<file path="config.mk">
export PLATFORM = sky130hd
export DESIGN_NAME = bcd_divn_counter
export DESIGN_NICKNAME = d
export VERILOG_FILES = /design/src/rtl/bcd_div_pkg.sv /design/src/rtl/bcd_preset_clamp.sv /design/src/rtl/bcd_down_digit.sv /design/src/rtl/divn_ctrl.sv /design/src/rtl/divn_q_reg.sv /design/src/rtl/bcd_divn_counter.sv
export SDC_FILE = /design/constraint.sdc
export NUM_CORES = 1
export LEC_CHECK = 0
export ABC_AREA = 1
export BUFFER_PORTS_ARGS = -buffer_cell sky130_fd_sc_hd__buf_4
export CAP_MARGIN = 20
export CORE_UTILIZATION = 50
export CTS_BUF_LIST = sky130_fd_sc_hd__clkbuf_16
export DETAILED_ROUTE_END_ITERATION = 10
export PLACE_DENSITY = 0.72
export SLEW_MARGIN = 30
export SYNTH_ARGS = -nofsm -noshare
export SYNTH_HDL_FRONTEND = slang
export SYNTH_SLANG_ARGS = --single-unit
</file>
<file path="constraint.sdc">
create_clock -name clk -period 1.5 [get_ports clk]
set_clock_uncertainty 0.15 [all_clocks]
set_input_delay 0.225 -clock clk [delete_from_list [all_inputs] [get_ports clk]]
set_output_delay 0.225 -clock clk [all_outputs]
set_load 0.01 [all_outputs]
</file>
<file path="src/rtl/bcd_div_pkg.sv">
// Package: shared digit type, control-operation encoding and the digit
// clamp used by the divide-by-N counter. Assumes 4-bit BCD digits.
package bcd_div_pkg;

    localparam int DIGIT_W = 4;
    localparam logic [DIGIT_W-1:0] DIGIT_MAX = 4'd9;

    typedef logic [DIGIT_W-1:0] bcd_digit_t;

    // Operation chosen for the next clock edge, in priority order.
    typedef enum logic [2:0] {
        OP_IDLE     = 3'd0,
        OP_COUNT    = 3'd1,
        OP_WRAP     = 3'd2,
        OP_LOAD     = 3'd3,
        OP_FORCE_LO = 3'd4,
        OP_FORCE_HI = 3'd5
    } div_op_t;

    // Limit a raw nibble to a legal decimal digit.
    function automatic bcd_digit_t clamp_digit(input bcd_digit_t raw);
        return (raw > DIGIT_MAX) ? DIGIT_MAX : raw;
    endfunction

endpackage

</file>
<file path="src/rtl/bcd_preset_clamp.sv">
// Module: sanitises a packed BCD preset word digit by digit. Any nibble
// above 9 becomes 9. Purely combinational; assumes digit 0 in the low bits.
module bcd_preset_clamp
    import bcd_div_pkg::*;
#(
    parameter int NUM_DIGITS = 2,
    localparam int WORD_W = NUM_DIGITS * DIGIT_W
) (
    input  logic [WORD_W-1:0] raw_word,
    output logic [WORD_W-1:0] clean_word
);

    for (genvar g = 0; g < NUM_DIGITS; g++) begin : g_digit
        // Clamp one nibble of the preset.
        always_comb begin
            clean_word[g*DIGIT_W +: DIGIT_W] = clamp_digit(raw_word[g*DIGIT_W +: DIGIT_W]);
        end
    end

endmodule

</file>
<file path="src/rtl/bcd_down_digit.sv">
// Module: one decimal down-counting digit. It loads a value or steps down
// when dec_in is high, and wraps 0 to 9 with a borrow to the next digit.
// Assumes load_val is already a legal BCD digit.
module bcd_down_digit
    import bcd_div_pkg::*;
(
    input  logic       clk,
    input  logic       rst_n,
    input  logic       load,
    input  bcd_digit_t load_val,
    input  logic       dec_in,
    output bcd_digit_t digit,
    output logic       is_zero,
    output logic       borrow_out
);

    // Digit state: reset, load, or BCD decrement with wrap.
    always_ff @(posedge clk) begin
        if (!rst_n) begin
            digit <= '0;
        end else if (load) begin
            digit <= load_val;
        end else if (dec_in) begin
            digit <= (digit == '0) ? DIGIT_MAX : digit - 1'b1;
        end
    end

    // Zero flag and borrow to the next digit up.
    always_comb begin
        is_zero    = (digit == '0);
        borrow_out = dec_in & is_zero;
    end

endmodule

</file>
<file path="src/rtl/divn_ctrl.sv">
// Module: picks the operation for the next edge, in this priority order:
// clear, set-high, load, then (when enabled) wrap at zero or count down.
// Combinational; assumes all inputs are synchronous to the counter clock.
module divn_ctrl
    import bcd_div_pkg::*;
(
    input  logic    cnt_en,
    input  logic    load_en,
    input  logic    clr,
    input  logic    set_hi,
    input  logic    all_zero,
    output div_op_t op,
    output logic    reload,
    output logic    step
);

    // Priority decode of the controls.
    always_comb begin
        if (clr)           op = OP_FORCE_LO;
        else if (set_hi)   op = OP_FORCE_HI;
        else if (load_en)  op = OP_LOAD;
        else if (!cnt_en)  op = OP_IDLE;
        else if (all_zero) op = OP_WRAP;
        else               op = OP_COUNT;
    end

    // Derived strobes for the digit chain.
    always_comb begin
        reload = (op == OP_FORCE_LO) || (op == OP_FORCE_HI) ||
                 (op == OP_LOAD)     || (op == OP_WRAP);
        step   = (op == OP_COUNT);
    end

endmodule

</file>
<file path="src/rtl/divn_q_reg.sv">
// Module: the divided output flop. It is forced low or high, or inverted
// on a wrap, and otherwise holds its value. Resets low.
module divn_q_reg
    import bcd_div_pkg::*;
(
    input  logic    clk,
    input  logic    rst_n,
    input  div_op_t op,
    output logic    q
);

    // Output state update.
    always_ff @(posedge clk) begin
        if (!rst_n) begin
            q <= 1'b0;
        end else begin
            case (op)
                OP_FORCE_LO: q <= 1'b0;
                OP_FORCE_HI: q <= 1'b1;
                OP_WRAP:     q <= ~q;
                default:     q <= q;
            endcase
        end
    end

endmodule

</file>
<file path="src/rtl/bcd_divn_counter.sv">
// Module: top of the programmable BCD divide-by-N counter. It chains
// NUM_DIGITS decimal down digits and reloads them from the clamped preset
// at zero, where it also inverts q_out. Synchronous active-low reset.
module bcd_divn_counter
    import bcd_div_pkg::*;
#(
    parameter int NUM_DIGITS = 2,
    localparam int WORD_W = NUM_DIGITS * DIGIT_W
) (
    input  logic              clk,
    input  logic              rst_n,
    input  logic              cnt_en,
    input  logic [WORD_W-1:0] preset_word,
    input  logic              load_en,
    input  logic              clr,
    input  logic              set_hi,
    output logic              q_out,
    output logic              term_out
);

    logic [WORD_W-1:0]   preset_clean;
    logic [WORD_W-1:0]   cnt_val;
    logic [NUM_DIGITS-1:0] digit_zero;
    logic [NUM_DIGITS:0] borrow_chain;
    logic                all_zero;
    logic                reload;
    logic                step;
    logic                top_borrow;
    div_op_t             op;

    bcd_preset_clamp #(.NUM_DIGITS(NUM_DIGITS)) u_clamp (
        .raw_word   (preset_word),
        .clean_word (preset_clean)
    );

    divn_ctrl u_ctrl (
        .cnt_en   (cnt_en),
        .load_en  (load_en),
        .clr      (clr),
        .set_hi   (set_hi),
        .all_zero (all_zero),
        .op       (op),
        .reload   (reload),
        .step     (step)
    );

    // The lowest digit steps on every counting edge.
    always_comb begin
        borrow_chain[0] = step;
    end

    for (genvar g = 0; g < NUM_DIGITS; g++) begin : g_cnt
        bcd_down_digit u_digit (
            .clk        (clk),
            .rst_n      (rst_n),
            .load       (reload),
            .load_val   (preset_clean[g*DIGIT_W +: DIGIT_W]),
            .dec_in     (borrow_chain[g]),
            .digit      (cnt_val[g*DIGIT_W +: DIGIT_W]),
            .is_zero    (digit_zero[g]),
            .borrow_out (borrow_chain[g+1])
        );
    end

    // Whole-count zero detect and the borrow out of the top digit.
    always_comb begin
        all_zero   = &digit_zero;
        top_borrow = borrow_chain[NUM_DIGITS];
    end

    divn_q_reg u_q (
        .clk   (clk),
        .rst_n (rst_n),
        .op    (op),
        .q     (q_out)
    );

    // Terminal flag is high while the count is zero.
    always_comb begin
        term_out = all_zero;
    end

endmodule

</file>
Yosys cells after proc, flatten, opt, wreduce, memory -nomap -nowiden. Cells that the tools add are included.

Bitwise logic cells: 2. $add $sub $neg: 2. $lt $le $gt $ge: 2. Eq/ne operators: 5. Muxes and demuxes: 14. Reduce and logical (&&, ||, !) cells: 9.

Operators by type and width (number): $mux W4 (8); $mux W3 (4); $gt A4 B4 Y1 const B (2); $logic_not A4 Y1 (2); $sub A4 B1 Y4 const B (2); $eq A3 B2 Y1 const B (2); $eq A3 B3 Y1 const B (2); $reduce_bool A2 Y1 (2); $eq A3 B1 Y1 const B (1); $logic_or A1 B1 Y1 (3); $pmux W1 S3 (1); $reduce_bool A3 Y1 (1); $mux W2 (1); $reduce_and A2 Y1 (1); $and A1 B1 Y1 (1); $not A1 Y1 (1).

Output and inout port bits: 2. Bits of input ports: 14. Flip-flop bits (word level): 9. Logic and storage cells: 37.

Logic depth before layout (Yosys ltp).
Depth after elaboration: 12. Mapped depth: 9. Gate-level depth less buffers: 9.

Cells and area by module. A second synthesis with hierarchy kept.

Cell total of the unflattened synthesis: 124. Area total of the unflattened synthesis: 742.0 µm².

By module, submodules not included: bcd_down_digit (times used 2, sequential area each 80.1 µm², cells each 39, area each 259.0 µm²); bcd_preset_clamp (times used 1, sequential area each 0.0 µm², cells each 18, area each 80.1 µm²); divn_q_reg (times used 1, sequential area each 20.0 µm², cells each 13, area each 75.1 µm²); divn_ctrl (times used 1, sequential area each 0.0 µm², cells each 13, area each 61.3 µm²); bcd_divn_counter (times used 1, sequential area each 0.0 µm², cells each 2, area each 7.5 µm²).

Least setup slack after synthesis. Ideal clock, no wire load.

Path kind: register -> register. Start: register g_cnt[0].u_digit.digit[0]. End: register g_cnt[0].u_digit.digit[1]. Setup slack: 0.136 ns. Setup time: 0.066 ns. Buffers on the path: 0. Clock period less this slack: 1.364 ns. Required time: 1.284 ns. Stages on the path, launching flop included: 10. Arrival time: 1.148 ns. Path through: dfxtp_1 -> nor2_4 -> nand2_4 -> nor2_8 -> nand2_2 -> nand2_4 -> nand2_2 -> nand2_1 -> nand2_1 -> a21oi_2.

Longest elaborated chain between the ends: 12. Elaborated cells on any way between the ends: 20. Classes of those cells: 1 x add/sub; 5 x eq/ne; 8 x mux; 6 x reduce/logical.

Ends and longest elaborated chain: from (decl) (RTL line bcd_down_digit.sv:12) `output bcd_digit_t digit,`; from (signal assigned) (RTL line bcd_down_digit.sv:22) `digit <= load_val;`; from (signal assigned) (RTL line bcd_down_digit.sv:24) `digit <= (digit == '0) ? DIGIT_MAX : digit - 1'b1;`; $logic_not A4 Y1 (*) (RTL line bcd_down_digit.sv:30) `is_zero = (digit == '0);`; $reduce_and A2 Y1 (*) (RTL line bcd_divn_counter.sv:67) `all_zero = &digit_zero;`; net term_out (RTL line bcd_divn_counter.sv:18) `output logic term_out`; $mux W2 (*) (RTL line divn_ctrl.sv:23) `else if (all_zero) op = OP_WRAP;`; $mux W3 (*) (RTL line divn_ctrl.sv:22) `else if (!cnt_en) op = OP_IDLE;`; $mux W3 (*) (RTL line divn_ctrl.sv:21) `else if (load_en) op = OP_LOAD;`; $mux W3 (*) (RTL line divn_ctrl.sv:20) `else if (set_hi) op = OP_FORCE_HI;`; $mux W3 (*) (RTL line divn_ctrl.sv:19) `if (clr) op = OP_FORCE_LO;`; $eq A3 B3 Y1 (RTL line divn_ctrl.sv:29) `reload = (op == OP_FORCE_LO) || (op == OP_FORCE_HI) ||`; $logic_or A1 B1 Y1 (2 in a row) (RTL line divn_ctrl.sv:29); $logic_or A1 B1 Y1 (RTL line divn_ctrl.sv:30) `(op == OP_LOAD) || (op == OP_WRAP);`; $mux W4 / $reduce_bool A2 Y1 (equally long branches).

Mark *: on every way through the listed nets, which the timed path passes. The rest lies on a longest branch. The select of a mux whose other input is x is not followed. A chain may end at the register's enable or synchronous reset.

Worst setup path in the final report.
Start: register g_cnt[0].u_digit.digit[0]. End: output term_out.

Longest elaborated chain between the ends: 2.

Ends and longest elaborated chain (RTL line): $logic_not A4 Y1 (bcd_down_digit.sv:30); $reduce_and A2 Y1 (bcd_divn_counter.sv:67); to (decl) (bcd_divn_counter.sv:18).

No other way between the ends.

==> results.cfg <==
[synthesis]
syn_nets = 127
yosys.area_share.simple_pct = 48.1
synth_edf_count = 0
yosys_warnings = 0
synthTopCellsByCount = nand2_1 (25), inv_1 (20), nor2_1 (16), nand3_1 (12), dfxtp_1 (9)
synth_fa_ha_area_share_pct = 0
muxShareOfSynthArea_pct = 0
synth_top_family_by_area = simple AND/OR/NAND/NOR gates
synth_flop_cell = dfxtp_1
async_reset_ff_share_pct = 0
synth_area_leaders = dfxtp_1 (26%), nand2_1 (13%), inv_1 (11%)
synth_cell_type_count = 22
yosysTopAreaCell = dfxtp_1
synth_top_area_share_pct = 25.6
yosysSeqAreaShare_pct = 25.6
postSynthCellCount = 113
syn_avg_cell_area_um2 = 6.23
synth-seq-cells = 9
synthXorXnorAreaFrac_pct = 0
synth_compound_area_share_pct = 15.6
syn-cell-area_um2 = 704
yosysMostFrequentCell = nand2_1

[placement]
hpwl_mm = 1.28
place_ws_ns = 0.0246
gp_congestion = 0.819
numPortBuffers = 15
placed_cell_area_um2 = 843
dp.cells = 144

[cts]
clkSinkCount = 9
h-tree-depth = 1
cts_root_buffer = clkbuf_16
clock_latency_ns = 0.24
cts_tree = done
clk_pin_slew_ns = 0.04
cts.path.max_buffers = 2
numCtsBuffers = 3
cts_hold_buf = 0

[power_and_ir_drop]
p_seq_share_pct = 28.1
leakagePower_nw = 0.525
pwr-share-clk_pct = 47.7
powerDensity_nw_per_um2 = 990
power_uw = 998
p_comb_share_pct = 24.2
switchingPower_uw = 284
sw_frac_of_total_pct = 28.4
internal_power_uw = 715
vdd_drop_max_mv = 0.977

[setup_path]
crit_type = register to output pin
worst-path-max-fanout = 5
crit_required_ns = 1.12
start_kind = register
critPathCaptureType = output pin
arrival_ns = 1.10

[sta]
finalHoldViolCount = 0
grt_setup_unrepaired = true
tightest_slew_ns = 0.274
relSlewSlack_pct = 81.6
post-route-period-util_pct = 98.3
setup_ws_ns = 0.0261
final-max-slew-violation-count = 0
setup_viol = 0
layout_min_cycle_time_ns = 1.47
max_freq_ghz = 0.678
finalSetupTns_ns = 0

[layout]
antenna_cells = 0
stdcell_count = 154
stdcell_area_um2 = 1010
drive_gt1_share_pct = 33.8
fillers = 101
finalNetCount = 154
area_growth_pct = 43.2

[floorplanning]
placementRows = 13
die_area_um2 = 1560
die_h_um = 39.5
ios = 16
die_w_um = 39.5
core_um2 = 1300
initial_utilization_pct = 54.1

[run_status]
status = finished, final reports clean

[global_route]
grt_pass1_vias = 610
antenna_found_initial = 0
grt_max_degree = 10
grt_pass1_wl_mm = 2.57
overflow = 0
grt_usage_pct = 25.3

[routing]
drt_iter0_markers = 44
routed_wirelength_mm = 1.95
drt-pass1-iter-count = 4
drt-wirelength-per-cell_um = 12.6
viasPerCell = 5.42
dr_total_vias = 835
drc = 0
antenna_left = 0

[run]
maxCapViolations = 0

[worst_hold_path]
min_path_type = input pin to register
## worst max-delay path, cell delays in order (launching register included)
cell     delay, ns
dfxtp_4       0.34
nor2_4        0.15
nand2_4       0.10
nor2_8        0.16
buf_6         0.12
## flip-flops by register name (all words and copies together) (netlist names)
signal               flops
g_cnt.u_digit.digit      8
u_q.q                    1
## logic make-up after synthesis
logic type      after synthesis
flops                         9
simple gates                 67
compound gates               17
buf+inv                      20
## per-layer routing
metal / GRT usage (%) / part of all wire, % / vias up
met4: 10.3 / 0.67 / 0
met3: 7.39 / 7.1 / 2
li1: - / - / 409
met2: 38.5 / 50 / 41
met1: 32.8 / 42 / 383
met5: 0 / 0 / -
## path summary, 6_finish.rpt
path / endpoint / start / slack, ns / depth (start not counted)
min: g_cnt[0].u_digit.digit[0] / rst_n / 0.07 / 3
min reg2reg: g_cnt[0].u_digit.digit[1] / g_cnt[0].u_digit.digit[1] / 0.39 / 2
max reg2reg: g_cnt[1].u_digit.digit[2] / g_cnt[0].u_digit.digit[0] / 0.07 / 9
max: term_out / g_cnt[0].u_digit.digit[0] / 0.03 / 4
## per-stage QoR
step / utilization, % / hold slack, ns
global route: 77.5 / 0.0873
detailed placement: 64.8 / 0.308
global placement: 64.8 / 0.297
finish: 77.5 / 0.0665
CTS: 71.8 / 0.0677
floorplan: - / 0.173
## what timing repair did
| action | CTS | global route |
|---|---|---|
| setup endpoints to repair | 3 | 8 |
| resized for setup | 1 | 13 |
| pin swaps | 1 | 10 |
| setup buffers | 1 | 3 |
| cloned | 0 | 2 |
## layout by cell type (no fill, tap or decap), types with 2 or more instances in the layout
master / instances
a21oi_1: 2
a21oi_2: 2
buf_4: 18
buf_6: 2
clkbuf_16: 3
dfxtp_1: 4
dfxtp_2: 4
inv_1: 21
nand2_1: 24
nand2_2: 5
nand2_4: 4
nand3_1: 12
nor2_1: 15
nor2_4: 4
o21ai_0: 8
## area by class of cell
class                   count  area (um2)  area share [%]
clock buffers               3        75.1            7.44
clock inverters             1        3.75           0.372
well taps                  15        18.8            1.86
flip-flops and latches      9         189            18.7
inverters                  20        75.1            7.44
repair buffers             20         158            15.6
multi-input cells          86         489            48.5
## power groups by stage
| stage | clock, mW | sequential [mW] | combinational [mW] |
|---|---|---|---|
| after global routing | 0.492 | 0.282 | 0.262 |
| final | 0.476 | 0.281 | 0.242 |
| after detailed placement | 0 | 0.279 | 0.200 |
| after floorplan | 0 | 0.275 | 0.137 |
| after global placement | 0 | 0.278 | 0.196 |
| after CTS | 0.475 | 0.277 | 0.208 |
Power figures use the tool's default switching activity.
